**config.mk**
```make
export PLATFORM = sky130hd
export DESIGN_NAME = manch_word_tx
export DESIGN_NICKNAME = d
export VERILOG_FILES = /design/src/rtl/manch_tx_pkg.sv /design/src/rtl/mtx_timebase.sv /design/src/rtl/mtx_word_seq.sv /design/src/rtl/mtx_line_drv.sv /design/src/rtl/manch_word_tx.sv
export SDC_FILE = /design/constraint.sdc
export NUM_CORES = 1
export LEC_CHECK = 0
export BUFFER_PORTS_ARGS = -buffer_cell sky130_fd_sc_hd__buf_2
export CAP_MARGIN = 20
export CORE_MARGIN = 2
export CORE_UTILIZATION = 48
export CTS_CLUSTER_SIZE = 14
export DETAILED_ROUTE_END_ITERATION = 6
export HOLD_SLACK_MARGIN = 0.08
export PLACE_DENSITY = 0.74
export SLEW_MARGIN = 0
export SYNTH_ARGS = -nofsm -noshare
export SYNTH_HDL_FRONTEND = slang
export SYNTH_SLANG_ARGS = --single-unit
```
**constraint.sdc**
```tcl
create_clock -name clk -period 2.9 [get_ports clk]
set_input_delay 0.58 -clock clk [delete_from_list [all_inputs] [get_ports clk]]
set_output_delay 0.58 -clock clk [all_outputs]
set_load 0.1 [all_outputs]
```
**src/rtl/manch_tx_pkg.sv**
```systemverilog
package manch_tx_pkg;
    typedef enum logic [1:0] {
        LVL_IDLE = 2'd0,
        LVL_POS  = 2'd1,
        LVL_NEG  = 2'd2
    } line_lvl_e;
endpackage

```
**src/rtl/mtx_timebase.sv**
```systemverilog
// Divide-by-N stage followed by a divide-by-2 stage; produces half-bit ticks.
module mtx_timebase #(
    parameter int DIV_RATIO = 6
) (
    input  logic clk,
    input  logic rst,
    output logic div_out,
    output logic half_tick,
    output logic bit_edge
);
    localparam int CW       = $clog2(DIV_RATIO);
    localparam int HIGH_CNT = DIV_RATIO / 2;

    typedef struct packed {
        logic [CW-1:0] cnt;
        logic          half;
    } tb_state_t;

    tb_state_t state_d, state_q;

    always_comb begin
        state_d = state_q;
        if (state_q.cnt == CW'(DIV_RATIO - 1)) begin
            state_d.cnt  = '0;
            state_d.half = ~state_q.half;
        end else begin
            state_d.cnt = state_q.cnt + CW'(1);
        end
    end

    always_ff @(posedge clk) begin
        if (rst) begin
            state_q <= '0;
        end else begin
            state_q <= state_d;
        end
    end

    assign div_out   = (state_q.cnt < CW'(HIGH_CNT));
    assign half_tick = (state_q.cnt == CW'(DIV_RATIO - 1));
    assign bit_edge  = half_tick & state_q.half;
endmodule

```
**src/rtl/mtx_word_seq.sv**
```systemverilog
// Word sequencer: walks half-bit slots of sync, data and parity.
module mtx_word_seq
    import manch_tx_pkg::*;
#(
    parameter int DATA_BITS = 16,
    parameter int SYNC_HALF = 3
) (
    input  logic      clk,
    input  logic      rst,
    input  logic      half_tick,
    input  logic      bit_edge,
    input  logic      start_req,
    input  logic      sync_sel,
    input  logic      host_sdi,
    output line_lvl_e lvl,
    output logic      shift_clk
);
    localparam int SYNC_SLOTS  = 2 * SYNC_HALF;
    localparam int PAR_SLOT    = SYNC_SLOTS + 2 * DATA_BITS;
    localparam int LAST_SLOT   = PAR_SLOT + 1;
    localparam int FIRST_FETCH = SYNC_SLOTS - 1;
    localparam int LAST_FETCH  = PAR_SLOT - 3;
    localparam int SW          = $clog2(LAST_SLOT + 1);

    typedef struct packed {
        logic          active;
        logic [SW-1:0] slot;
        logic          cmd;
        logic          nxt_bit;
        logic          cur_bit;
        logic          par;
    } seq_state_t;

    seq_state_t    seq_d, seq_q;
    logic [SW-1:0] slot_n;

    function automatic logic is_fetch(input logic [SW-1:0] s);
        return (s >= SW'(FIRST_FETCH)) && (s <= SW'(LAST_FETCH)) && s[0];
    endfunction

    function automatic logic is_load(input logic [SW-1:0] s);
        return (s >= SW'(SYNC_SLOTS)) && (s < SW'(PAR_SLOT)) && !s[0];
    endfunction

    always_comb begin
        seq_d  = seq_q;
        slot_n = seq_q.slot + SW'(1);
        if (half_tick) begin
            if (!seq_q.active || seq_q.slot == SW'(LAST_SLOT)) begin
                if (bit_edge && start_req) begin
                    seq_d.active = 1'b1;
                    seq_d.slot   = '0;
                    seq_d.cmd    = sync_sel;
                    seq_d.par    = 1'b1;
                end else begin
                    seq_d.active = 1'b0;
                    seq_d.slot   = '0;
                end
            end else begin
                seq_d.slot = slot_n;
                if (is_fetch(slot_n)) begin
                    seq_d.nxt_bit = host_sdi;
                end
                if (is_load(slot_n)) begin
                    seq_d.cur_bit = seq_q.nxt_bit;
                    seq_d.par     = seq_q.par ^ seq_q.nxt_bit;
                end
                if (slot_n == SW'(PAR_SLOT)) begin
                    seq_d.cur_bit = seq_q.par;
                end
            end
        end
    end

    always_ff @(posedge clk) begin
        if (rst) begin
            seq_q <= '0;
        end else begin
            seq_q <= seq_d;
        end
    end

    logic pos_phase;
    always_comb begin
        if (seq_q.slot < SW'(SYNC_SLOTS)) begin
            pos_phase = (seq_q.slot < SW'(SYNC_HALF)) ? seq_q.cmd : ~seq_q.cmd;
        end else begin
            pos_phase = seq_q.slot[0] ? ~seq_q.cur_bit : seq_q.cur_bit;
        end
        if (!seq_q.active) begin
            lvl = LVL_IDLE;
        end else if (pos_phase) begin
            lvl = LVL_POS;
        end else begin
            lvl = LVL_NEG;
        end
    end

    assign shift_clk = seq_q.active && is_fetch(seq_q.slot);
endmodule

```
**src/rtl/mtx_line_drv.sv**
```systemverilog
// Maps the line level onto the two active-low drive outputs, with gating.
module mtx_line_drv
    import manch_tx_pkg::*;
(
    input  line_lvl_e lvl,
    input  logic      drive_en,
    output logic      pos_n,
    output logic      neg_n
);
    always_comb begin
        pos_n = 1'b1;
        neg_n = 1'b1;
        if (drive_en) begin
            pos_n = (lvl != LVL_POS);
            neg_n = (lvl != LVL_NEG);
        end
    end
endmodule

```
**src/rtl/manch_word_tx.sv**
```systemverilog
module manch_word_tx
    import manch_tx_pkg::*;
#(
    parameter int DATA_BITS = 16,
    parameter int DIV_RATIO = 6,
    parameter int SYNC_HALF = 3
) (
    input  logic clk,
    input  logic rst,
    input  logic tx_enable,
    input  logic sync_sel,
    input  logic host_sdi,
    input  logic drive_en,
    output logic div6_out,
    output logic host_shift_clk,
    output logic line_pos_n,
    output logic line_neg_n
);
    logic      half_tick;
    logic      bit_edge;
    line_lvl_e seq_lvl;

    mtx_timebase #(.DIV_RATIO(DIV_RATIO)) u_tb (
        .clk       (clk),
        .rst       (rst),
        .div_out   (div6_out),
        .half_tick (half_tick),
        .bit_edge  (bit_edge)
    );

    mtx_word_seq #(.DATA_BITS(DATA_BITS), .SYNC_HALF(SYNC_HALF)) u_seq (
        .clk       (clk),
        .rst       (rst),
        .half_tick (half_tick),
        .bit_edge  (bit_edge),
        .start_req (tx_enable),
        .sync_sel  (sync_sel),
        .host_sdi  (host_sdi),
        .lvl       (seq_lvl),
        .shift_clk (host_shift_clk)
    );

    mtx_line_drv u_drv (
        .lvl      (seq_lvl),
        .drive_en (drive_en),
        .pos_n    (line_pos_n),
        .neg_n    (line_neg_n)
    );
endmodule

```
==> results.cfg <==
[die]
die_h_um = 50.9
coreArea_mm2 = 0.00202
fp.dieArea_mm2 = 0.00259
io_pins = 10
die_w_um = 50.9
start_util = 0.522
row_count = 16

[sta]
slew_viol_final = 0
fin_crit_ps = 2740
finalCritPeriodShare = 0.945
max_freq_ghz = 0.365
setup_viol = 0
worst_pin_slew_ps = 482
finalHoldViolations = 0
maxSlewHeadroom = 0.681
tns_ps = 0
rsz0062_at_grt = false
finalClockSkew_ps = 7.11

[logic_synthesis]
synth_area_mm2 = 0.00105
avgSynthCellArea_um2 = 8.24
synth_cells = 128
syn_nets = 141
synth-edff-count = 0
synth_cell_types = 44
ys_seq_elements = 15
yosysSeqAreaShare = 0.285
synth_top_flop_cell = dfxtp_1
async_reset_ff_frac = 0
yosysWarnings = 0

[outcome]
outcome = completed

[critical_path]
startpoint_type = flop
rrSetupSlack_ps = 390
worstSetupPathType = flop to primary output
crit_fanout = 11
timing.rr.start = u_seq.seq_q[4]
critical_path.startpoint = u_seq.seq_q[4]
cp.required_ps = 2320
cp-end-kind = primary output
r2r_end = u_seq.seq_q[1]
worst-r2r-cell-count = 7
crit_arrival_ps = 2160

[cts]
hold_buffers = 0
clk_path_buf_depth = 2
cts_setup_buffers = 0
clock_latency_ps = 290
cts_tree = done
htree_levels = 1
numCtsBuffers = 3
clk_pin_slew_ps = 100
root_buffer = clkbuf_4
cts.repair.resized = 0
clock-sinks = 15

[final_layout]
area_delta_synth_final_pct = 7.47
post-route-util = 0.561
n_antenna_cell = 0
drive_above_1_share = 0.135
fillCellCount = 195
final_nets = 147

[run]
maxCapViolations = 0

[routing]
vias_per_cell = 5.99
wl_per_cell_um = 14.7
drcViolationCount = 0
firstDrtPassIters = 4
ant_nets = 0
vias = 959
wl_um = 2340
dr.first_iter.drc_count = 22

[global_routing]
grt_usage = 0.211
grt_first_pass_wirelength_um = 4180
grt_pass1_vias = 941
overflow = 0
antenna_found_initial = 0
grt_start_max_net_pins = 13

[worst_hold_path]
whs_path_depth = 3
worstHoldPathType = primary input to flop
worstHoldEndpoint = u_seq.seq_q[3]
hold_path.startpoint = sync_sel

[power]
cellPowerDensity_mw_per_mm2 = 346
vdd_drop_max_mv = 0.266
p_leak_nw = 0.441

[place]
gp_congestion = 0.856
io_buffers = 9
place_hpwl_um = 1790
## metal layers
layer	part of all wire	track usage	vias to the layer above
li1	-	-	470
met1	0.47	0.277	452
met2	0.47	0.349	30
met3	0.038	0.0263	7
met4	0.017	0.0901	0
met5	0	0	-
## stage by stage
step,setup slack [ps],instances,hold slack [ps],area (um2),power (W)
6_report,161,160,516,1130,0.000392
5_1_grt,14.4,160,545,1130,0.000412
4_1_cts,92.7,160,520,1130,0.000393
3_5_place_dp,423,156,511,1100,0.000274
3_3_place_gp,499,156,488,1100,0.000272
2_1_floorplan,192,128,464,1050,0.000263
## cell type report
cell class / count / area, um2 / area share
multi-input cells: 96 / 678 / 0.598
flip-flops and latches: 15 / 300 / 0.265
repair buffers: 11 / 67.6 / 0.0596
well taps: 27 / 33.8 / 0.0298
inverters: 7 / 26.3 / 0.0232
clock buffers: 3 / 22.5 / 0.0199
clock inverters: 1 / 5.00 / 0.00442
## cell usage in the layout, fill, tap and decap left out, drive strengths merged, types with 3 or more instances in the layout
cell type,n
nor2,6
nand3,6
dfxtp,15
inv,6
nand2,6
clkbuf,6
nor2b,3
nor3,4
a21oi,6
buf,8
ha,7
xnor2,4
o21ai,14
a211o,3
nand4,4
## cells in the mapped netlist, types with 2 or more instances
cell type	n	share of area
a211o_1	3	0.025
a21boi_0	2	0.014
a21oi_1	6	0.028
and3_1	2	0.012
buf_4	3	0.021
clkbuf_1	6	0.021
dfxtp_1	15	0.28
ha_1	7	0.083
inv_1	5	0.018
mux2i_1	2	0.019
nand2_1	6	0.021
nand2b_1	2	0.012
nand3_1	6	0.028
nand4_1	3	0.018
nor2_1	6	0.021
nor2b_1	3	0.018
nor3_1	4	0.019
nor3b_1	2	0.014
o211ai_1	2	0.014
o21ai_0	6	0.028
o21ai_1	8	0.038
o22ai_1	2	0.012
o31ai_1	2	0.014
xnor2_1	4	0.033
xor2_1	2	0.017
## sequential cells by signal (all words and copies together), names as in the netlist
name and count:
u_seq.seq_q 11, u_tb.state_q 4
## where the power goes
group / leakage [nW] / internal [W] / switching [W]
clock network: 0.0177 / 0.0000512 / 0.0000711
registers: 0.122 / 0.000212 / 0.00000819
logic: 0.301 / 0.0000144 / 0.0000349
## worst max path at each step
stage	to	slack, ps	cells after the start
global placement	host_shift_clk	500	7
floorplan	line_neg_n	190	6
global route	host_shift_clk	10	7
detailed placement	host_shift_clk	420	7
finish	line_neg_n	160	6
CTS	host_shift_clk	90	7
## worst max-delay path: stages, from the launching register on
cell and delay (ps):
dfxtp_1 450, ha_1 370, mux2_1 330, o211ai_1 160, o21ai_1 100, nand3b_1 170, clkbuf_4 290
## kinds of logic after synthesis
logic type                 share of synthesized area
and+or+nand+nor                                0.225
AOI/OAI and AO/OA                              0.255
xor gates and xnor gates                      0.0498
DFF                                            0.285
muxes                                         0.0297
adders and majority gates                     0.0830
buffers and inverters                         0.0723
(Power assumes the default switching activity.)
